===== config.mk =====
export PLATFORM = sky130hd
export DESIGN_NAME = hazard_ctrl_unit
export DESIGN_NICKNAME = d
export VERILOG_FILES = /design/src/rtl/hzd_pkg.sv /design/src/rtl/hzd_fwd_sel.sv /design/src/rtl/hzd_stall_det.sv /design/src/rtl/hzd_flush_arb.sv /design/src/rtl/hazard_ctrl_unit.sv
export SDC_FILE = /design/constraint.sdc
export NUM_CORES = 1
export LEC_CHECK = 0
export ABC_AREA = 1
export BUFFER_PORTS_ARGS = -buffer_cell sky130_fd_sc_hd__buf_2
export CAP_MARGIN = 15
export CORE_MARGIN = 4
export CORE_UTILIZATION = 48
export DETAILED_ROUTE_END_ITERATION = 8
export PLACE_DENSITY = 0.9
export SYNTH_ARGS = -nofsm -noshare
export SYNTH_HDL_FRONTEND = slang
export SYNTH_SLANG_ARGS = --single-unit
export TNS_END_PERCENT = 10

===== constraint.sdc =====
create_clock -name vclk -period 2.4
set_input_delay 0.24 -clock vclk [all_inputs]
set_output_delay 0.24 -clock vclk [all_outputs]
set_load 0.01 [all_outputs]

===== src/rtl/hzd_pkg.sv =====
package hzd_pkg;
  typedef enum logic [1:0] {
    FWD_RF  = 2'b00,
    FWD_MEM = 2'b01,
    FWD_WB  = 2'b10
  } fwd_sel_e;
endpackage


===== src/rtl/hzd_fwd_sel.sv =====
module hzd_fwd_sel
  import hzd_pkg::*;
#(
  parameter int IDX_W = 5
) (
  input  logic             clk,
  input  logic             rst,
  input  logic             fwd_disable,
  input  logic [IDX_W-1:0] src_idx,
  input  logic [IDX_W-1:0] mem_rd,
  input  logic             mem_we,
  input  logic [IDX_W-1:0] wb_rd,
  input  logic             wb_we,
  output fwd_sel_e         sel
);
  localparam logic [IDX_W-1:0] ZERO_IDX = '0;

  logic src_live;
  logic mem_hit;
  logic wb_hit;

  assign src_live = (src_idx != ZERO_IDX) && !fwd_disable;
  assign mem_hit  = src_live && mem_we && (mem_rd == src_idx);
  assign wb_hit   = src_live && wb_we && (wb_rd == src_idx);

  always_comb begin
    if (mem_hit)     sel = FWD_MEM;
    else if (wb_hit) sel = FWD_WB;
    else             sel = FWD_RF;
  end

  AST_ZERO_NEVER_FWD: assert property (@(posedge clk) disable iff (rst)
    (src_idx == ZERO_IDX) |-> (sel == FWD_RF));
  AST_DISABLED_USES_RF: assert property (@(posedge clk) disable iff (rst)
    fwd_disable |-> (sel == FWD_RF));
  AST_MEM_OVER_WB: assert property (@(posedge clk) disable iff (rst)
    (!fwd_disable && mem_we && wb_we && mem_rd == src_idx && wb_rd == src_idx
     && src_idx != ZERO_IDX) |-> (sel == FWD_MEM));
  AST_IDLE_WRITERS_RF: assert property (@(posedge clk) disable iff (rst)
    (!mem_we && !wb_we) |-> (sel == FWD_RF));
endmodule


===== src/rtl/hzd_stall_det.sv =====
module hzd_stall_det #(
  parameter int IDX_W   = 5,
  parameter int NUM_SRC = 2
) (
  input  logic                            clk,
  input  logic                            rst,
  input  logic                            fwd_disable,
  input  logic [NUM_SRC-1:0][IDX_W-1:0]   dec_src,
  input  logic [NUM_SRC-1:0]              dec_use,
  input  logic [IDX_W-1:0]                ex_rd,
  input  logic                            ex_we,
  input  logic                            ex_is_load,
  input  logic [IDX_W-1:0]                mem_rd,
  input  logic                            mem_we,
  output logic                            stall_req
);
  localparam logic [IDX_W-1:0] ZERO_IDX = '0;

  logic [NUM_SRC-1:0] src_stall;
  logic               ex_writes;
  logic               mem_writes;

  assign ex_writes  = ex_we && (ex_rd != ZERO_IDX);
  assign mem_writes = mem_we && (mem_rd != ZERO_IDX);

  for (genvar g = 0; g < NUM_SRC; g++) begin : g_src
    logic hit_ex;
    logic hit_mem;
    assign hit_ex  = dec_use[g] && ex_writes && (ex_rd == dec_src[g]);
    assign hit_mem = dec_use[g] && mem_writes && (mem_rd == dec_src[g]);
    always_comb begin
      if (fwd_disable) src_stall[g] = hit_ex || hit_mem;
      else             src_stall[g] = hit_ex && ex_is_load;
    end
  end

  assign stall_req = |src_stall;

  AST_UNUSED_NO_STALL: assert property (@(posedge clk) disable iff (rst)
    (dec_use == '0) |-> !stall_req);
  AST_NO_WRITER_NO_STALL: assert property (@(posedge clk) disable iff (rst)
    (!ex_we && !mem_we) |-> !stall_req);
  AST_FWD_ALU_NO_STALL: assert property (@(posedge clk) disable iff (rst)
    (!fwd_disable && !ex_is_load) |-> !stall_req);
endmodule


===== src/rtl/hzd_flush_arb.sv =====
module hzd_flush_arb (
  input  logic clk,
  input  logic rst,
  input  logic stall_req,
  input  logic br_taken,
  output logic pc_hold,
  output logic fd_hold,
  output logic fd_flush,
  output logic de_bubble
);
  logic do_stall;

  assign do_stall  = stall_req && !br_taken;
  assign pc_hold   = do_stall;
  assign fd_hold   = do_stall;
  assign fd_flush  = br_taken;
  assign de_bubble = do_stall || br_taken;

  AST_FLUSH_BEATS_STALL: assert property (@(posedge clk) disable iff (rst)
    (br_taken && stall_req) |-> (!pc_hold && !fd_hold && fd_flush));
  AST_STALL_INSERTS_BUBBLE: assert property (@(posedge clk) disable iff (rst)
    pc_hold |-> (de_bubble && fd_hold && !fd_flush));
endmodule


===== src/rtl/hazard_ctrl_unit.sv =====
module hazard_ctrl_unit
  import hzd_pkg::*;
#(
  parameter int IDX_W = 5
) (
  input  logic             clk,
  input  logic             rst,
  input  logic             fwd_disable,
  input  logic [IDX_W-1:0] dec_rs1,
  input  logic [IDX_W-1:0] dec_rs2,
  input  logic             dec_use_rs1,
  input  logic             dec_use_rs2,
  input  logic [IDX_W-1:0] ex_rs1,
  input  logic [IDX_W-1:0] ex_rs2,
  input  logic [IDX_W-1:0] ex_rd,
  input  logic             ex_we,
  input  logic             ex_is_load,
  input  logic             ex_br_taken,
  input  logic [IDX_W-1:0] mem_rd,
  input  logic             mem_we,
  input  logic [IDX_W-1:0] wb_rd,
  input  logic             wb_we,
  output logic [1:0]       fwd_a_sel,
  output logic [1:0]       fwd_b_sel,
  output logic             pc_hold,
  output logic             fd_hold,
  output logic             fd_flush,
  output logic             de_bubble
);
  localparam int NUM_OPS = 2;

  logic [NUM_OPS-1:0][IDX_W-1:0] ex_src;
  logic [NUM_OPS-1:0][IDX_W-1:0] dec_src;
  logic [NUM_OPS-1:0]            dec_use;
  fwd_sel_e                      op_sel [NUM_OPS];
  logic                          stall_req;

  assign ex_src  = {ex_rs2, ex_rs1};
  assign dec_src = {dec_rs2, dec_rs1};
  assign dec_use = {dec_use_rs2, dec_use_rs1};

  for (genvar g = 0; g < NUM_OPS; g++) begin : g_op
    hzd_fwd_sel #(.IDX_W(IDX_W)) i_fwd_sel (
      .clk         (clk),
      .rst         (rst),
      .fwd_disable (fwd_disable),
      .src_idx     (ex_src[g]),
      .mem_rd      (mem_rd),
      .mem_we      (mem_we),
      .wb_rd       (wb_rd),
      .wb_we       (wb_we),
      .sel         (op_sel[g])
    );
  end

  assign fwd_a_sel = op_sel[0];
  assign fwd_b_sel = op_sel[1];

  hzd_stall_det #(.IDX_W(IDX_W), .NUM_SRC(NUM_OPS)) i_stall_det (
    .clk         (clk),
    .rst         (rst),
    .fwd_disable (fwd_disable),
    .dec_src     (dec_src),
    .dec_use     (dec_use),
    .ex_rd       (ex_rd),
    .ex_we       (ex_we),
    .ex_is_load  (ex_is_load),
    .mem_rd      (mem_rd),
    .mem_we      (mem_we),
    .stall_req   (stall_req)
  );

  hzd_flush_arb i_flush_arb (
    .clk       (clk),
    .rst       (rst),
    .stall_req (stall_req),
    .br_taken  (ex_br_taken),
    .pc_hold   (pc_hold),
    .fd_hold   (fd_hold),
    .fd_flush  (fd_flush),
    .de_bubble (de_bubble)
  );

  AST_BRANCH_CLEARS_TWO: assert property (@(posedge clk) disable iff (rst)
    ex_br_taken |-> (fd_flush && de_bubble && !pc_hold));
  AST_LOAD_USE_HOLDS: assert property (@(posedge clk) disable iff (rst)
    (!fwd_disable && !ex_br_taken && ex_we && ex_is_load && dec_use_rs1
     && ex_rd != '0 && dec_rs1 == ex_rd) |-> (pc_hold && de_bubble));
  AST_HOLDS_NEED_PRODUCER: assert property (@(posedge clk) disable iff (rst)
    (!ex_we && !mem_we && !ex_br_taken) |-> (!pc_hold && !de_bubble && !fd_flush));
endmodule


Word-level counts from Yosys, hierarchy flattened:

Cells that the tools add are included.

* output and inout port bits: 8
* bits in registers: 0
* input bits: 45
* logic and storage cells: 47

* equal/unequal tests: 8
* mux-type cells: 6
* reductions and logical operators: 33

Operator list (number)
* $eq A5 B5 Y1: 8
* $logic_and A1 B1 Y1: 23
* $reduce_bool A5 Y1: 4
* $mux W2: 4
* $logic_or A1 B1 Y1: 3
* $logic_not A1 Y1: 2
* $mux W1: 2
* $reduce_or A2 Y1: 1

Longest topological paths before layout:

Gate-level depths: netlist of the first run.

* word-level depth: 9
* mapped depth: 12
* gate-level depth less buffers: 10

Cells and area by module:

Synthesis of the first run repeated with hierarchy kept, for this count alone.

* cell total of the unflattened synthesis: 229
* area, all modules: 939.7 um2

Modules (own cells, without submodules)
* hzd_fwd_sel: times used 2, cells each 55, area an instance 235.2 um2, seq. area each 0.0 um2
* hzd_stall_det: times used 1, cells each 113, area an instance 439.2 um2, seq. area each 0.0 um2
* hzd_flush_arb: times used 1, cells each 6, area an instance 30.0 um2, seq. area each 0.0 um2

Worst setup path after synthesis of the first run:

Ideal clock, no wire load.

* kind: input port to output port
* start point: input port mem_rd[2]
* end point: output port pc_hold
* data arrival time: 1.221 ns
* path slack: 0.939 ns
* stages on the path: 11
* cells stage by stage: buf_6 > inv_2 > nor2_1 > nor2_1 > nand2_1 > nor2_1 > nand3_1 > nand2_1 > nand2_1 > a21oi_1 > buf_4

* longest elaborated chain between the ends: 8
* elaborated cells between the ends (all ways): 14
* those cells by class: eq/ne (2); mux (2); reduce/logical (10)

Ends and longest elaborated chain
* start: declaration: RTL line hazard_ctrl_unit.sv:19 `input logic [IDX_W-1:0] mem_rd,`
* $reduce_bool A5 Y1: RTL line hzd_stall_det.sv:24 `assign mem_writes = mem_we && (mem_rd != ZERO_IDX);`
* $logic_and A1 B1 Y1: RTL line hzd_stall_det.sv:24
* $logic_and A1 B1 Y1 (2 in series): RTL line hzd_stall_det.sv:30 `assign hit_mem = dec_use[g] && mem_writes && (mem_rd == dec_src[g]);`
* $logic_or A1 B1 Y1: RTL line hzd_stall_det.sv:32 `if (fwd_disable) src_stall[g] = hit_ex || hit_mem;`
* $mux W1: RTL line hzd_stall_det.sv:32
* $reduce_or A2 Y1 (*): RTL line hzd_stall_det.sv:37 `assign stall_req = |src_stall;`
* $logic_and A1 B1 Y1 (*): RTL line hzd_flush_arb.sv:13 `assign do_stall = stall_req && !br_taken;`
* end: declaration: RTL line hazard_ctrl_unit.sv:25 `output logic pc_hold,`

Every way passes the cells marked *; elsewhere a longest branch is shown, timed or not.

Worst setup path in the final report of the first run:

* start point: input port ex_rd[2]
* end point: output port pc_hold

* longest elaborated chain between the ends: 8
* elaborated cells between the ends (all ways): 16
* those cells by class: eq/ne (2); mux (2); reduce/logical (12)

Ends and longest elaborated chain
* start: declaration: RTL line hazard_ctrl_unit.sv:15 `input logic [IDX_W-1:0] ex_rd,`
* $reduce_bool A5 Y1: RTL line hzd_stall_det.sv:23 `assign ex_writes = ex_we && (ex_rd != ZERO_IDX);`
* $logic_and A1 B1 Y1: RTL line hzd_stall_det.sv:23
* $logic_and A1 B1 Y1 (2 in series): RTL line hzd_stall_det.sv:29 `assign hit_ex = dec_use[g] && ex_writes && (ex_rd == dec_src[g]);`
* $logic_and A1 B1 Y1 / $logic_or A1 B1 Y1 (equally long branches): RTL line hzd_stall_det.sv:33, hzd_stall_det.sv:32
* $mux W1: RTL line hzd_stall_det.sv:32
* $reduce_or A2 Y1 (*): RTL line hzd_stall_det.sv:37
* $logic_and A1 B1 Y1 (*): RTL line hzd_flush_arb.sv:13

Marks and branches as above.

==> results.tsv, run 1 <==
metric	value	unit
ys_top_cells_by_area	nand2_1, nor2_1, xnor2_1	
post-route-drc-count	0	
clkPwrFrac	0	%
required	2.16	ns
syn_avg_cell_area	5.08	sq um
std_cell_rows	14	
crit_chain	buf_2, nor2_1, nor2_1, nor2_1, nand3_1, nor2_1, nor2_1, a21oi_1, buf_2	
n_antenna_cell	0	
synth-adder-area-share	0	%
worstSetupEndpoint	pc_hold	
grt_pass1_vias	964	
worst_slew_pin_slew	0.262	ns
p_leak	0.000598	uW
vias	1060	
slew_viol_final	0	
crit_arrival	1.28	ns
ant_nets	0	
grt_pass1_wl	3690	um
hold_path_class	primary input to primary output	
cp-start-kind	primary input	
max-vdd-ir-drop	0.0735	mV
critical-path-top-delay-family	simple AND/OR/NAND/NOR gates	
die_w	48.6	um
hold_violations	0	
rsz0062_at_grt	no	
clkbuf_count	0	
die-height	48.6	um
dp.cells	217	
p_int	70.7	uW
end_kind	primary output	
totalWireLength	2220	um
syn_nets	201	
synth_mux_area_share	0	%
cts_setup_buffers	0	
setup_violations	0	
cp.depth	9	
crit_type	primary input to primary output	
startpoint	ex_rd[2]	
layout_worst_path_cycle_share	63.2	%
synth_compound_area_share	11.7	%
worstHoldPathCells	2	
slew_headroom	82.4	%
synth_top_family_by_area	simple AND/OR/NAND/NOR gates	
fin_nets	248	
yosys_warnings	0	
seq_area_frac_synth	0	%
yosys.area_share.simple	51.0	%
cp_slowest_cell	a21oi_1	
fin_setup_tns	0	ns
dr.pass1.iters	4	
layout-drive-gt1-share	31.3	%
cpMostUsedCell	nor2_1	
io_buffer_count	51	
p_per_area	157	nW/um^2
nFillCells	159	
fmax	660	MHz
grt-ovfl-total	0	
synth_largest_area_cell	nand2_1	
layoutNonFillerInstCount	217	
cp_slowest_stage_delay	0.18	ns
grt.total_usage	17.4	%
synthDistinctLibCells	20	
syn_area	792	sq um
seq_power_share	0	%
design_area	1010	sq um
cts.repair.resized	0	
synthCells	156	
status	completed	
viasPerCell	4.88	
p_sw	88.7	uW
dpl_cell_area	1010	sq um
wl_per_cell	10.2	um
synthToLayoutAreaGrowth	28.1	%
routabilityCongestion	0.822	
drv_cap	0	
dieArea	2360	sq um
yosys.area_share.xor_xnor	18.8	%
synth_top_area_share	22.3	%
antenna_found_initial	0	
layout_commonest_cell	buf_2	
hold_buffers	0	
combPwrFrac	100.0	%
path_max_fanout	4	
power	159	uW
layout_common_cells	buf_2, nand2_1, nor2_1, inv_1, xnor2_1	
hpwl	2040	um
core-area	1540	sq um
critPathBufInv	2	
switching_share	55.6	%
seqCellArea	0	sq um
design.seq.count	0	
start_util	51.4	%
grt_max_degree	9	
dr.first_iter.drc_count	27	
layout_min_cycle_time	1.52	ns
num_io_pins	53	
## routing by layer
metal,track usage [%],share of wire [%],vias up
met1,23.1,43,465
met3,0.920,4.4,0
met5,0,0,-
met4,0.448,0,0
met2,32.2,52,24
li1,-,-,571
## synth_stat cells (4+ instances only)
cell type and instances:
buf_4 4, inv_1 17, inv_2 7, nand2_1 47, nand3_1 6, nand4_1 5, nor2_1 27, nor3_1 4
o21ai_0 8, xnor2_1 9, xor2_1 8
## final cells by class
cell class         count  area (sq um)  area share (%)
inverters             25          93.8            9.25
multi-input cells    125           646            63.6
well taps             16          20.0            1.97
repair buffers        51           255            25.2
## worst min path at each step
stage / end / from / slack [ns]
after floorplan: fd_hold / ex_br_taken / 0.53
after global placement: fd_flush / ex_br_taken / 0.69
after detailed placement: fd_flush / ex_br_taken / 0.70
after CTS: fd_flush / ex_br_taken / 0.70
after global routing: fd_flush / ex_br_taken / 0.72
final: fd_flush / ex_br_taken / 0.70
## per-stage QoR
step / setup slack [ns] / util (%) / hold slack (ns)
floorplan: 0.939 / - / 0.532
global placement: 0.972 / 65.8 / 0.688
detailed placement: 0.913 / 65.8 / 0.700
CTS: 0.907 / 65.8 / 0.699
global route: 0.761 / 65.8 / 0.715
finish: 0.884 / 65.8 / 0.696
## cell families after synthesis
kind of cell / after synthesis
AO/OA/AOI/OAI: 15
buffers and inverters: 31
XOR/XNOR: 17
AND/OR/NAND/NOR: 93
## power groups by stage
stage,Clock (uW),Combinational (uW),Sequential (uW)
final,0,159,0
after global routing,0,179,0
after CTS,0,159,0
after detailed placement,0,158,0
after global placement,0,153,0
after floorplan,0,91.9,0
(Power assumes the default switching activity.)
==> run 2, diff against run 1 <==
--- a/config.mk
+++ b/config.mk
@@ -5,13 +5,13 @@
 export SDC_FILE = /design/constraint.sdc
 export NUM_CORES = 1
 export LEC_CHECK = 0
-export ABC_AREA = 1
+export ABC_AREA = 0
 export BUFFER_PORTS_ARGS = -buffer_cell sky130_fd_sc_hd__buf_2
 export CAP_MARGIN = 15
 export CORE_MARGIN = 4
-export CORE_UTILIZATION = 48
+export CORE_UTILIZATION = 40
 export DETAILED_ROUTE_END_ITERATION = 8
-export PLACE_DENSITY = 0.9
+export PLACE_DENSITY = 0.84
 export SYNTH_ARGS = -nofsm -noshare
 export SYNTH_HDL_FRONTEND = slang
 export SYNTH_SLANG_ARGS = --single-unit
==> constraint.sdc (replaced) <==
create_clock -name vclk -period 1.55
set_input_delay 0.155 -clock vclk [all_inputs]
set_output_delay 0.155 -clock vclk [all_outputs]
set_load 0.01 [all_outputs]
==> results.tsv, run 2 <==
metric	value	unit	change
rsz0062_at_grt	no		
hold_buffers	0		unchanged
hold_violations	0		unchanged
layout_common_cells	buf_2, xnor2_1, xor2_1, nor2_1, nand4_1		
clkPwrFrac	0	%	unchanged
die_w	47.1	um	-3.2%
grt-ovfl-total	0		unchanged
crit_type	primary input to primary output		
worst_slew_pin_slew	0.255	ns	-0.00768 ns
drv_cap	0		unchanged
nFillCells	139		-13%
cts_setup_buffers	0		unchanged
grt.total_usage	16.1	%	-1.3 points
cp-start-kind	primary input		
clkbuf_count	0		unchanged
dieArea	2220	sq um	-6.3%
layout_min_cycle_time	1.48	ns	
viasPerCell	5.19		+6.2%
syn_avg_cell_area	7.27	sq um	+43%
p_leak	0.000398	uW	-33%
synth_top_area_share	34.4	%	+12 points
seq_power_share	0	%	unchanged
worstHoldPathCells	2		unchanged
synthMostInstantiatedCell	xnor2_1		
syn_nets	129		-36%
layout_commonest_cell	buf_2		
hold_end	fd_flush		
seqCellArea	0	sq um	unchanged
holdWs	0.519	ns	-0.177 ns
synth_largest_area_cell	xnor2_1		
dp.cells	144		-34%
status	completed		
cts.repair.resized	0		unchanged
max-vdd-ir-drop	0.130	mV	+76%
std_cell_rows	13		-1
p_int	119	uW	+68%
setup_violations	0		unchanged
crit_arrival	1.32	ns	+0.04 ns
multi_input_area	559	sq um	-13%
seq_area_frac_synth	0	%	unchanged
synthDistinctLibCells	21		+5.0%
num_io_pins	53		unchanged
layout_worst_path_cycle_share	95.3	%	
routabilityCongestion	0.887		+7.9%
p_per_area	267	nW/um^2	+70%
fin_nets	176		-29%
die-height	47.1	um	-3.2%
antenna_found_initial	0		unchanged
core-area	1370	sq um	-11%
path_max_fanout	2		-2
fin_setup_tns	0	ns	unchanged
hpwl	1720	um	-16%
yosys-top-cells-count	xnor2_1, xor2_1, nand4_1, nor2_1		
n_antenna_cell	0		unchanged
combPwrFrac	100.0	%	about the same
design.seq.count	0		unchanged
grt_max_degree	6		-3
grt_pass1_vias	658		-32%
vias	747		-30%
p_sw	110	uW	+24%
switching_share	48.2	%	-7.5 points
required	1.39	ns	-0.77 ns
syn_area	611	sq um	-23%
yosys_warnings	0		unchanged
slew_viol_final	0		unchanged
dr.pass1.iters	4		unchanged
totalWireLength	1900	um	-14%
io_buffer_count	51		unchanged
min_from	ex_br_taken		
layout-drive-gt1-share	42.6	%	+11 points
layoutNonFillerInstCount	144		-34%
end_kind	primary output		
fmax	677	MHz	
synthToLayoutAreaGrowth	40.2	%	
post-route-drc-count	0		unchanged
start_util	44.7	%	-6.7 points
synthCells	84		-46%
ys_top_cells_by_area	xnor2_1, xor2_1, nand4_1		
slew_headroom	82.9	%	+0.50 points
ant_nets	0		unchanged
hold_path_class	primary input to primary output		
grt_pass1_wl	2690	um	-27%
dr.first_iter.drc_count	11		-59%
wl_per_cell	13.2	um	+29%
run 2: changes by cell type in the layout (fill, tap and decap cells not counted), sizes merged, moves of 2 or more:
cell | previous run | this run
and4 | 0 | 2
buf | 51 | 54
inv | 24 | 0
nand2 | 47 | 4
nand3 | 6 | 0
nor2 | 27 | 6
nor4 | 2 | 4
o21ai | 10 | 0
o22ai | 0 | 2
xnor2 | 9 | 24
xor2 | 8 | 16
run 2: cells by family (layout without fill, tap and decap cells):
logic type,Yosys count,after routing,synth area share (%)
buffers and inverters,9,54,9.63
AND/OR/NAND/NOR,27,27,23.8
AO/OA/AOI/OAI,8,8,9.22
XOR/XNOR,40,40,57.4
run 2: worst max-delay path by stage:
stage / from / endpoint / slack, ns
final: mem_rd[0] / fd_hold / 0.07
after global routing: mem_rd[0] / de_bubble / 0.008
after CTS: mem_rd[0] / pc_hold / 0.03
after detailed placement: mem_rd[0] / pc_hold / 0.04
after global placement: mem_rd[0] / fd_hold / 0.04
after floorplan: mem_rd[1] / pc_hold / 0.04
run 2: through the flow:
stage	instance area, sq um	util, %	setup slack [ns]	power (uW)
2_1_floorplan	611	-	0.0426	124
3_3_place_gp	848	62.1	0.0428	217
3_5_place_dp	848	62.1	0.0360	227
4_1_cts	848	62.1	0.0300	228
5_1_grt	856	62.6	0.00828	249
6_report	856	62.6	0.0731	229
run 2: worst max-delay path: stages:
cell	delay [ns]
buf_2	0.10
or3_1	0.37
o311a_1	0.30
a32oi_2	0.18
nor2_1	0.07
buf_2	0.14
run 2: cell type report:
type                            count  share of cell area, %
Multi-Input combinational cell     75                   65.4
Tap cell                           15                   2.19
Timing Repair Buffer               54                   32.5
run 2: power groups by stage:
stage	Sequential, uW	Combinational (uW)	Clock, uW
floorplan	0	124	0
global placement	0	217	0
detailed placement	0	227	0
CTS	0	228	0
global route	0	249	0
finish	0	229	0
run 2: per-layer routing:
metal | wire (um) | vias to the layer above | global-route usage, %
met2 | 904 | 43 | 33.3
met5 | 0 | - | 0
met1 | 739 | 325 | 18.9
li1 | - | 379 | -
met4 | 0 | 0 | 0
met3 | 259 | 0 | 0.766
==> run 3, diff against run 2 <==
--- a/config.mk
+++ b/config.mk
@@ -6,12 +6,11 @@
 export NUM_CORES = 1
 export LEC_CHECK = 0
 export ABC_AREA = 0
-export BUFFER_PORTS_ARGS = -buffer_cell sky130_fd_sc_hd__buf_2
 export CAP_MARGIN = 15
-export CORE_MARGIN = 4
-export CORE_UTILIZATION = 40
+export CORE_AREA = 4 4 41 43
 export DETAILED_ROUTE_END_ITERATION = 8
-export PLACE_DENSITY = 0.84
+export DIE_AREA = 0 0 45 47
+export DONT_BUFFER_PORTS = 1
 export SYNTH_ARGS = -nofsm -noshare
 export SYNTH_HDL_FRONTEND = slang
 export SYNTH_SLANG_ARGS = --single-unit
==> results.tsv, run 3 (same netlist as run 2, synthesis figures left out) <==
metric	value	unit	change
status	completed		
max-vdd-ir-drop	0.0769	mV	-41%
synthToLayoutAreaGrowth	-6.56	%	
dr.first_iter.drc_count	2		-9
fin_nets	122		-31%
fin_setup_tns	0	ns	unchanged
io_buffer_count	0		-100%
cp_slowest_stage_delay	0.35	ns	-0.02 ns
p_leak	0.000171	uW	-57%
startpoint	mem_rd[0]		
path_max_fanout	5		+3
crit_arrival	1.17	ns	-0.15 ns
dieArea	2120	sq um	-4.5%
layout_min_cycle_time	1.32	ns	-0.153 ns
hold_violations	0		unchanged
layout-drive-gt1-share	0	%	-43 points
p_per_area	201	nW/um^2	-25%
fmax	755	MHz	+12%
worst_slew_pin_slew	0.381	ns	+0.126 ns
seqCellArea	0	sq um	unchanged
dr.pass1.iters	4		unchanged
cp-start-kind	primary input		
core-area	1300	sq um	-4.8%
die-height	47	um	-0.15%
wl_per_cell	18.0	um	+36%
vias	551		-26%
totalWireLength	1620	um	-15%
layout_commonest_cell	xnor2_1		
crit_type	primary input to primary output		
power	115	uW	-50%
min_from	ex_br_taken		
end_kind	primary output		
multi_input_area	552	sq um	-1.3%
hold_buffers	0		unchanged
n_antenna_cell	0		unchanged
final_util	43.8	%	-19 points
routabilityCongestion	0.808		-8.8%
viasPerCell	6.12		+18%
setup_ws	0.226	ns	+0.153 ns
design.seq.count	0		unchanged
grt_max_degree	6		unchanged
grt_pass1_wl	2400	um	-11%
grt_pass1_vias	595		-9.6%
die_w	45	um	-4.4%
cts.repair.resized	0		unchanged
drv_cap	0		unchanged
ant_nets	0		unchanged
holdWs	0.310	ns	-0.209 ns
post-place-ws	0.224	ns	+0.188 ns
setup_violations	0		unchanged
slew_headroom	74.5	%	-8.4 points
std_cell_rows	13		unchanged
clkbuf_count	0		unchanged
grt.total_usage	14.7	%	-1.4 points
layout_common_cells	xnor2_1, xor2_1, nor2_1, nand4_1		
hold_path_class	primary input to primary output		
antenna_found_initial	0		unchanged
grt-ovfl-total	0		unchanged
crit_chain	or3_1, o311a_1, a32oi_1, nor2_1		
start_util	46.9	%	+2.2 points
cp_slowest_cell	or3_1		
required	1.39	ns	about the same
cts_setup_buffers	0		unchanged
num_io_pins	53		unchanged
rsz0062_at_grt	no		
layout_worst_path_cycle_share	85.4	%	-9.9 points
nFillCells	144		+3.6%
slew_viol_final	0		unchanged
post-route-drc-count	0		unchanged
==> run 3: cell types whose count changed in the layout (fill, tap and decap cells not counted) <==
cell and change:
buf_2 -51, buf_4 -3, a32oi_2 -1, a32oi_1 +1
==> run 3: worst paths after layout <==
path                        to  slack (ns)  cells past startpoint
worst max-delay path   pc_hold        0.23                      4
worst min-delay path  fd_flush        0.31                      0
==> run 3: cell type report <==
type	count	share of cell area (%)
Multi-Input combinational cell	75	96.7
Tap cell	15	3.29
==> run 3: critical path, delay by kind of cell <==
family | cells | cell delay (ns)
AOI/OAI and AO/OA | 2 | 0.51
and+or+nand+nor | 2 | 0.51
==> run 3: where the power goes <==
part           internal, uW  switching [uW]  total (uW)
Clock                     0               0           0
Sequential                0               0           0
Combinational          74.9            39.8         115
Total                  74.9            39.8         115
==> run 3: per-stage QoR <==
| step | cells | cell area, sq um |
|---|---|---|
| after floorplan | 84 | 611 |
| after global placement | 90 | 571 |
| after detailed placement | 90 | 571 |
| after CTS | 90 | 571 |
| after global routing | 90 | 571 |
| final | 90 | 571 |
==> run 3: metal layers <==
metal  global-route usage, %  vias to the layer above  routed length [um]
met5                       0                        -                   0
met4                    1.17                        0                   0
met3                    5.36                        0                 294
met2                    28.0                       44                 759
met1                    16.2                      239                 565
li1                        -                      268                   -
